$ cat src/rtl/cfw_pkg.sv
package cfw_pkg;
  typedef enum logic [1:0] {
    ST_WAIT  = 2'd0,
    ST_RUN   = 2'd1,
    ST_CHECK = 2'd2,
    ST_FAULT = 2'd3
  } cfw_state_e;
endpackage

$ cat src/rtl/cfw_header_decode.sv
module cfw_header_decode #(
  parameter int          WORD_W = 32,
  parameter int          OP_W   = 6,
  parameter int          SIG_W  = 16,
  parameter int          TMO_W  = 10,
  parameter logic [5:0]  NOP_OP = 6'h15
) (
  input  logic              valid_i,
  input  logic [WORD_W-1:0] word_i,
  output logic              is_hdr_o,
  output logic [SIG_W-1:0]  ref_sig_o,
  output logic [TMO_W-1:0]  budget_o
);
  localparam int USED_W = OP_W + TMO_W + SIG_W;

  logic [OP_W-1:0] opcode;

  assign opcode    = word_i[WORD_W-1 -: OP_W];
  assign ref_sig_o = word_i[SIG_W-1:0];
  assign budget_o  = word_i[SIG_W +: TMO_W];
  assign is_hdr_o  = valid_i && (opcode == NOP_OP[OP_W-1:0]) && (ref_sig_o != '0);

  initial begin
    a_r2_fields_fit: assert (USED_W <= WORD_W)
      else $error("header fields exceed word width");
  end
endmodule

$ cat src/rtl/cfw_sig_lfsr.sv
module cfw_sig_lfsr #(
  parameter int               WORD_W = 32,
  parameter int               SIG_W  = 16,
  parameter logic [SIG_W-1:0] POLY   = 16'h1021
) (
  input  logic              clk,
  input  logic              rst,
  input  logic              seed_i,
  input  logic              step_i,
  input  logic [WORD_W-1:0] word_i,
  output logic [SIG_W-1:0]  sig_o
);
  localparam int SLICES = (WORD_W + SIG_W - 1) / SIG_W;
  localparam int PAD_W  = SLICES * SIG_W;

  logic [PAD_W-1:0] padded;
  logic [SIG_W-1:0] folded;
  logic [SIG_W-1:0] sig_q;
  logic [SIG_W-1:0] sig_next;

  assign padded = PAD_W'(word_i);

  always_comb begin
    folded = '0;
    for (int i = 0; i < SLICES; i++) begin
      folded = folded ^ padded[i*SIG_W +: SIG_W];
    end
  end

  assign sig_next = {sig_q[SIG_W-2:0], 1'b0}
                  ^ (sig_q[SIG_W-1] ? POLY : '0)
                  ^ folded;

  always_ff @(posedge clk) begin
    if (rst || seed_i) begin
      sig_q <= '0;
    end else if (step_i) begin
      sig_q <= sig_next;
    end
  end

  assign sig_o = sig_q;

  a_r3_hold_without_step: assert property (@(posedge clk) disable iff (rst)
    (!seed_i && !step_i) |=> $stable(sig_q));
endmodule

$ cat src/rtl/cfw_block_timer.sv
module cfw_block_timer #(
  parameter int TMO_W = 10
) (
  input  logic             clk,
  input  logic             rst,
  input  logic             restart_i,
  input  logic             run_i,
  input  logic [TMO_W-1:0] budget_i,
  output logic             expired_o
);
  localparam int TW1 = TMO_W + 1;

  logic [TMO_W-1:0] cnt_q;
  logic [TW1-1:0]   elapsed;

  assign elapsed   = {1'b0, cnt_q} + TW1'(1);
  assign expired_o = elapsed >= {1'b0, budget_i};

  always_ff @(posedge clk) begin
    if (rst || restart_i) begin
      cnt_q <= '0;
    end else if (run_i && (cnt_q != '1)) begin
      cnt_q <= cnt_q + TMO_W'(1);
    end
  end

  a_r7_within_budget: assert property (@(posedge clk) disable iff (rst)
    (run_i && !restart_i) |-> ((cnt_q < budget_i) || (cnt_q == '0)));
endmodule

$ cat src/rtl/cfw_watchdog.sv
module cfw_watchdog #(
  parameter int               WORD_W = 32,
  parameter int               OP_W   = 6,
  parameter int               SIG_W  = 16,
  parameter int               TMO_W  = 10,
  parameter logic [5:0]       NOP_OP = 6'h15,
  parameter logic [SIG_W-1:0] POLY   = 16'h1021
) (
  input  logic              clk,
  input  logic              rst,
  input  logic              fetch_valid_i,
  input  logic [WORD_W-1:0] fetch_word_i,
  input  logic              branch_i,
  input  logic              clear_i,
  output logic              in_block_o,
  output logic              error_o,
  output logic              err_sig_o,
  output logic              err_timeout_o
);
  import cfw_pkg::*;

  cfw_state_e       state_q, state_d;
  logic             hdr_seen;
  logic [SIG_W-1:0] hdr_sig;
  logic [TMO_W-1:0] hdr_budget;
  logic [SIG_W-1:0] ref_q;
  logic [TMO_W-1:0] budget_q;
  logic [SIG_W-1:0] run_sig;
  logic             expired;
  logic             load_blk;
  logic             set_sig, set_tmo;
  logic             sig_match;
  logic             in_block_q, err_q, err_sig_q, err_tmo_q;

  cfw_header_decode #(
    .WORD_W(WORD_W), .OP_W(OP_W), .SIG_W(SIG_W), .TMO_W(TMO_W), .NOP_OP(NOP_OP)
  ) hdr_dec_i (
    .valid_i  (fetch_valid_i),
    .word_i   (fetch_word_i),
    .is_hdr_o (hdr_seen),
    .ref_sig_o(hdr_sig),
    .budget_o (hdr_budget)
  );

  cfw_sig_lfsr #(
    .WORD_W(WORD_W), .SIG_W(SIG_W), .POLY(POLY)
  ) lfsr_i (
    .clk   (clk),
    .rst   (rst),
    .seed_i(load_blk),
    .step_i(state_q == ST_RUN && fetch_valid_i && !clear_i),
    .word_i(fetch_word_i),
    .sig_o (run_sig)
  );

  cfw_block_timer #(
    .TMO_W(TMO_W)
  ) timer_i (
    .clk      (clk),
    .rst      (rst),
    .restart_i(load_blk),
    .run_i    (state_q == ST_RUN && !clear_i),
    .budget_i (budget_q),
    .expired_o(expired)
  );

  assign sig_match = (run_sig == ref_q);

  always_comb begin
    state_d  = state_q;
    load_blk = 1'b0;
    set_sig  = 1'b0;
    set_tmo  = 1'b0;
    if (clear_i) begin
      state_d = ST_WAIT;
    end else begin
      unique case (state_q)
        ST_WAIT: begin
          if (hdr_seen) begin
            load_blk = 1'b1;
            state_d  = ST_RUN;
          end
        end
        ST_RUN: begin
          if (branch_i) begin
            state_d = ST_CHECK;
          end else if (expired) begin
            set_tmo = 1'b1;
            state_d = ST_FAULT;
          end
        end
        ST_CHECK: begin
          if (!sig_match) begin
            set_sig = 1'b1;
            state_d = ST_FAULT;
          end else if (hdr_seen) begin
            load_blk = 1'b1;
            state_d  = ST_RUN;
          end else begin
            state_d = ST_WAIT;
          end
        end
        default: state_d = ST_FAULT;
      endcase
    end
  end

  always_ff @(posedge clk) begin
    if (rst) begin
      state_q    <= ST_WAIT;
      ref_q      <= '0;
      budget_q   <= '0;
      in_block_q <= 1'b0;
      err_q      <= 1'b0;
      err_sig_q  <= 1'b0;
      err_tmo_q  <= 1'b0;
    end else begin
      state_q    <= state_d;
      in_block_q <= (state_d == ST_RUN) || (state_d == ST_CHECK);
      if (load_blk) begin
        ref_q    <= hdr_sig;
        budget_q <= hdr_budget;
      end
      if (clear_i) begin
        err_q     <= 1'b0;
        err_sig_q <= 1'b0;
        err_tmo_q <= 1'b0;
      end else begin
        if (set_sig || set_tmo) err_q <= 1'b1;
        if (set_sig)            err_sig_q <= 1'b1;
        if (set_tmo)            err_tmo_q <= 1'b1;
      end
    end
  end

  assign in_block_o    = in_block_q;
  assign error_o       = err_q;
  assign err_sig_o     = err_sig_q;
  assign err_timeout_o = err_tmo_q;

  a_r8_sticky_error: assert property (@(posedge clk) disable iff (rst)
    (error_o && !clear_i) |=> error_o);

  a_r8_clear_wins: assert property (@(posedge clk) disable iff (rst)
    clear_i |=> (!error_o && !in_block_o));

  a_r5_single_cause: assert property (@(posedge clk) disable iff (rst)
    error_o |-> $onehot({err_sig_o, err_timeout_o}));

  a_r6_wait_ignores: assert property (@(posedge clk) disable iff (rst)
    (state_q == ST_WAIT && !hdr_seen) |=> (state_q == ST_WAIT && !in_block_o));

  a_r7_timeout_flag: assert property (@(posedge clk) disable iff (rst)
    (state_q == ST_RUN && expired && !branch_i && !clear_i) |=> err_timeout_o);

  a_r4_check_once: assert property (@(posedge clk) disable iff (rst)
    (state_q == ST_CHECK) |=> (state_q != ST_CHECK));
endmodule

$ cat config.mk
export PLATFORM = sky130hd
export DESIGN_NAME = cfw_watchdog
export DESIGN_NICKNAME = d
export VERILOG_FILES = /design/src/rtl/cfw_pkg.sv /design/src/rtl/cfw_header_decode.sv /design/src/rtl/cfw_sig_lfsr.sv /design/src/rtl/cfw_block_timer.sv /design/src/rtl/cfw_watchdog.sv
export SDC_FILE = /design/constraint.sdc
export NUM_CORES = 1
export LEC_CHECK = 0
export ABC_AREA = 1
export BUFFER_PORTS_ARGS = -buffer_cell sky130_fd_sc_hd__buf_2
export CORE_ASPECT_RATIO = 0.9
export CORE_UTILIZATION = 56
export DETAILED_ROUTE_END_ITERATION = 6
export PLACE_DENSITY = 0.83
export SETUP_SLACK_MARGIN = 0.15
export SLEW_MARGIN = 0
export SYNTH_ARGS = -nofsm -noshare
export SYNTH_HDL_FRONTEND = slang
export SYNTH_SLANG_ARGS = --single-unit
$ cat constraint.sdc
create_clock -name clk -period 3.2 [get_ports clk]
set_clock_uncertainty 0.2 [all_clocks]
set_input_delay 0.32 -clock clk [delete_from_list [all_inputs] [get_ports clk]]
set_output_delay 0.32 -clock clk [all_outputs]
set_load 0.05 [all_outputs]
==> flow_summary.toml, run 1 <==
[final_layout]
syn_to_final_growth_pct = 10.4
final_util_pct = 65.8
diodes = 0
drive_gt1_share_pct = 18.0
fin_area_um2 = 3830
final_nets = 586

[critical_path]
setup.worst_path.end = "in_block_o"
cp_slowest_cell = "dfxtp_1"
cp-end-kind = "flop"
cpMostUsedCell = "nand2_1"
cpPeakStageDelay_ns = 0.39
cp_max_fo = 4
r2r_start = "timer_i.cnt_q[0]"
r2r_slack_ns = 0.51
cp-startpoint = "timer_i.cnt_q[0]"
start_kind = "flop"
required_ns = 3.23
path_class = "flop to flop"
worst-r2r-cell-count = 14
path_cells = "nand3_1 > nor3_1 > nand4_1 > nor2_1 > xor2_1 > ha_1 > a21oi_1 > nand2_1 > nor2_1 > nand2_1 > nand2_1 > nand2_1 > nand4_1 > a21oi_1"
r2r-end = "in_block_o"
arrival_ns = 2.72

[synthesis]
synth_edf_count = 0
synth_nets = 550
ys_types = 26
synthFlopType = "dfxtp_1"
seq_area_frac_synth_pct = 33.5
synthArstFlopShare_pct = 0
ys_ff_latch = 58
syn_area_um2 = 3470
synth_cells = 502
avgSynthCellArea_um2 = 6.91
ys_warn_count = 0

[grt]
grt_pass1_vias = 3051
grt_usage_pct = 26.0
grt_pass1_wl_um = 13400
grt_max_degree = 30
antenna_found_initial = 0
grt-ovfl-total = 0

[detailed_routing]
drtIter0Drc = 208
via_per_inst = 5.33
drt-total-wl_um = 8010
drc = 0
antenna_left = 0
vias = 3267
first_pass_iters = 7
detail_route.wl_per_cell_um = 13.1

[die]
die-area_um2 = 6510
die_w_um = 85.0
core.rowCount = 26
initial_core_util_pct = 59.6
core_area_um2 = 5820
io_pins = 41
die_y_um = 76.7

[pwr]
ir_drop_uv = 357
power_density_nw_per_um2 = 381
power.leakage_uw = 0.00161

[clock_network]
cts_buffers = 9
cts_max_path_buffers = 2
clock_sinks = 58
cts-root-buf = "clkbuf_8"
cts_resized = 0
hold_buffers = 0
cts_tree = "built"
cts_max_level = 3
post_cts_buffers = 0
path_clk_slew_ns = 0.06
clk_latency_ns = 0.34

[sta]
maxSlewViolCount = 0
worst_slew_pin_slew_ns = 0.576
slew_headroom_pct = 61.6
finalSetupTns_ns = 0
period_minus_slack_ns = 2.69
fmax_mhz = 372
timing.hold.ws_ns = 0.0728
rsz0062_at_grt = "no"
setup_viol = 0
finalHoldViolCount = 0
period_share_pct = 84.0

[run_status]
outcome = "complete, no violations"

[hold_path]
min_path_type = "input pin to flop"

[placed_design]
io_buffers = 40
hpwl_um = 5720
place_congestion = 0.830
dpl-instance-area_um2 = 3650

[flow_run]
maxCapViolCount = 0
[how the worst min path moves through the flow]
stage	start	cells after the start	slack [ns]	to
global route	fetch_word_i[1]	3	0.08	ref_q[1]
global placement	err_timeout_o	2	0.24	err_timeout_o
finish	clear_i	4	0.07	state_q[0]
detailed placement	err_timeout_o	2	0.26	err_timeout_o
floorplan	budget_q[1]	2	0.24	budget_q[1]
CTS	fetch_word_i[7]	3	0.07	ref_q[7]
[flip-flops by register name, summed over array words and instances (netlist names)]
signal and count:
lfsr_i.sig_o 16, ref_q 16, budget_q 10, timer_i.cnt_q 10
state_q 2, err_sig_o 1, err_timeout_o 1, error_o 1
in_block_o 1
[cell type report]
type,instances,area [um2]
clock inverter,2,10.0
sequential,58,1160
multi-input combinational,363,1940
inverter,64,240
tap,70,87.6
clock buffer,14,173
timing repair buffer,42,215
fill,532,1990
[stage by stage]
stage / worst slack (ns) / total power, uW / std cells
after floorplan: 0.832 / 802 / 502
after global placement: 0.666 / 840 / 597
after detailed placement: 0.557 / 843 / 597
after CTS: 0.542 / 1470 / 613
final: 0.512 / 1460 / 613
after global routing: 0.200 / 1520 / 613
[critical path: cells and delay by family (launching register included)]
family	cells	cell delay, ns
DFF	1	0.39
AOI/OAI and AO/OA	2	0.27
xor gates and xnor gates	1	0.21
adders and majority gates	1	0.28
and+or+nand+nor	10	1.23
[kinds of logic after synthesis]
kind of cell | Yosys count | share of synthesized area, %
compound gates | 60 | 10.5
buf+inv | 81 | 10.5
flops | 58 | 33.5
fa+ha+maj | 11 | 3.97
xor+xnor | 29 | 7.32
simple gates | 263 | 34.2
[cell usage in the layout (no fill, tap or decap), types with 15 or more instances in the layout]
cell type	n
xnor2_1	16
dfxtp_1	58
nor2_1	41
or2_2	15
a21oi_1	42
nand2_1	141
inv_1	63
nand4_1	30
a21oi_2	17
nand3_1	25
buf_2	40
[power by group]
group	total, uW	internal (uW)	switching [uW]	leakage [uW]
Combinational	104	39.4	64.4	0.00105
Sequential	724	723	0.704	0.000467
Clock	631	342	289	0.0000965
[metal layers]
metal  wire length (um)  track usage [%]  up-vias
li1                   -                -     1666
met2               3580             42.3      124
met5                  0                0        -
met3                607             7.43        8
met4                 78             7.80        0
met1               3740             33.4     1469
[cells in the mapped netlist, types with 11 or more instances]
cell	n	area (um2)
inv_1	63	236
nor2_1	41	154
xor2_1	13	114
or2_2	15	93.8
ha_1	11	138
xnor2_1	16	140
nand4_1	30	188
a21oi_1	42	210
nand2_1	141	529
a21oi_2	17	149
nand3_1	25	125
dfxtp_1	58	1160
Power figures use the tool's default switching activity.
==> run 2: changes to the inputs <==
--- a/config.mk
+++ b/config.mk
@@ -8,9 +8,9 @@
 export ABC_AREA = 1
 export BUFFER_PORTS_ARGS = -buffer_cell sky130_fd_sc_hd__buf_2
 export CORE_ASPECT_RATIO = 0.9
-export CORE_UTILIZATION = 56
+export CORE_UTILIZATION = 53
 export DETAILED_ROUTE_END_ITERATION = 6
-export PLACE_DENSITY = 0.83
+export PLACE_DENSITY = 0.82
 export SETUP_SLACK_MARGIN = 0.15
 export SLEW_MARGIN = 0
 export SYNTH_ARGS = -nofsm -noshare
==> constraint.sdc (replaced) <==
create_clock -name clk -period 2.2 [get_ports clk]
set_clock_uncertainty 0.2 [all_clocks]
set_input_delay 0.22 -clock clk [delete_from_list [all_inputs] [get_ports clk]]
set_output_delay 0.22 -clock clk [all_outputs]
set_load 0.05 [all_outputs]
==> run 2 against run 1 <==
The run now ends with negative setup slack left. Sequential power grew 45%. Final cell count grew 11%. Clock power grew 47%. Wire length increased by 16%. Clock-buffer cell count unchanged. Critical path depth unchanged. Design area rose by 17%. Die area up 5.5%. Flip-flop and latch count unchanged. Combinational power grew 89%.
==> flow_summary.toml, run 2 (synthesis gave the netlist of run 1 again) <==
[run_status]
outcome = "complete, but fails checks"
violations = "negative setup slack"

[grt]
grt_max_degree = 30
grt_pass1_vias = 3232
met2_usage_pct = 44.1
grt-ovfl-total = 0
met1_usage_pct = 35.9
antenna_found_initial = 0
grt_usage_pct = 27.5
grt_pass1_wl_um = 14600
grt_use_met3_pct = 7.48
grt-busiest-layer = "met2"

[clock_network]
path_clk_slew_ns = 0.07
clk_latency_ns = 0.34
cts_tree = "built"
cts-root-buf = "clkbuf_8"
cts_buffers = 9
cts_max_path_buffers = 2
cts_max_level = 3
clock_sinks = 58

[critical_path]
start_kind = "flop"
cp_max_fo = 3
cp-end-kind = "flop"
r2r_start = "timer_i.cnt_q[0]"
worst-path-buf-inv = 2
required_ns = 2.24
cp-startpoint = "timer_i.cnt_q[0]"
cpPeakStageDelay_ns = 0.38
path_class = "flop to flop"
cp_slowest_cell = "dfxtp_4"
path_cells = "nand3_4 > nor3_4 > nand4_1 > nor2_1 > xor2_1 > ha_1 > a21oi_2 > nand2_1 > nor2_1 > nand2_1 > buf_4 > buf_6 > nand3_4 > a21oi_2"
arrival_ns = 2.54
path_delay_family = "simple AND/OR/NAND/NOR gates"

[detailed_routing]
antenna_left = 0
first_pass_iters = 5
detail_route.wl_per_cell_um = 13.6
vias = 3561
drt-total-wl_um = 9260
drtIter0Drc = 285
drc = 0
via_per_inst = 5.22

[pwr]
power.leakage_uw = 0.00189
post-layout-total-power_uw = 2170
intPower_uw = 1640
clkPwrFrac_pct = 42.6
seqPwrFrac_pct = 48.3
switchingPower_uw = 536
ir_drop_uv = 358
switching_share_pct = 24.6
power_density_nw_per_um2 = 484
combPwrFrac_pct = 9.1

[final_layout]
diodes = 0
fin_area_um2 = 4490
drive_gt1_share_pct = 24.5
layout_common_cells = "nand2_1, inv_1, dfxtp_1"
final_nets = 638
final_common_cell = "nand2_1"
syn_to_final_growth_pct = 29.5

[sta]
setup_viol = 4
timing.hold.ws_ns = 0.0131
rsz0062_at_grt = "yes"
fmax_mhz = 399
finalHoldViolCount = 0
period_share_pct = 114
finalSetupTns_ns = -1.10
slew_headroom_pct = 62.2
maxSlewViolCount = 0
worst_slew_pin_slew_ns = 0.566
worst_slack_ns = -0.304
period_minus_slack_ns = 2.50

[die]
core.rowCount = 27
initial_core_util_pct = 55.8
die_w_um = 87.3
io_pins = 41
die-area_um2 = 6870
die_y_um = 78.7
core_area_um2 = 6220

[placed_design]
place_congestion = 0.808
dpl-instance-area_um2 = 3820
io_buffers = 40
hpwl_um = 5740

[flow_run]
maxCapViolCount = 0

[hold_path]
hp-start = "fetch_word_i[14]"
min_path_type = "input pin to flop"
[run 2: cell count changes in the layout (fill, tap and decap cells not counted), moves of 5 or more]
cell | before | now
dlygate4sd3_1 | 0 | 27
a21oi_2 | 17 | 22
buf_4 | 2 | 18
dfxtp_1 | 58 | 53
a21oi_1 | 42 | 37
buf_6 | 0 | 6
[run 2: cell type report]
| type | instances | area [um2] |
|---|---|---|
| clock buffers | 14 | 173 |
| clock inverters | 2 | 10.0 |
| fillers | 488 | 1720 |
| inverters | 64 | 244 |
| multi-input cells | 363 | 2060 |
| flip-flops and latches | 58 | 1170 |
| well taps | 87 | 109 |
| repair buffers | 94 | 728 |
[run 2: power by group through the flow]
stage | Combinational [uW] | Sequential, uW | Clock, uW
finish | 197 | 1050 | 927
floorplan | 90.0 | 1070 | 0
CTS | 189 | 1050 | 936
detailed placement | 151 | 1070 | 0
global placement | 147 | 1070 | 0
global route | 213 | 1050 | 984
[run 2: metal layers]
metal	share of wire [%]	wire length (um)
met5	0	0
met4	1.4	125
met3	6.4	591
met2	49	4500
met1	44	4040
[run 2: metrics by stage]
| step | utilization [%] | std cells | setup slack [ns] |
|---|---|---|---|
| floorplan | - | 502 | -0.0274 |
| global placement | 61.5 | 626 | -0.119 |
| detailed placement | 61.5 | 626 | -0.241 |
| CTS | 70.0 | 677 | -0.203 |
| global route | 72.3 | 682 | -0.416 |
| finish | 72.3 | 682 | -0.304 |
[run 2: final timing paths]
path,endpoint,slack (ns),cells past startpoint
setup / recovery,error_o,-0.30,14
setup reg to reg,error_o,-0.30,14
hold / removal,ref_q[14],0.01,3
hold reg to reg,budget_q[7],0.26,2
[run 2: timing repair]
item	in CTS	in global routing
resized for setup	6	24
pin swaps	11	4
endpoints found under the setup margin	14	53
setup buffers	8	5
hold buffers	27	0
endpoints found under the hold margin	29	0
[run 2: tightest hold or removal path: stages]
cell and delay, ns:
buf_2 0.12, nand4_1 0.09, a21oi_1 0.07
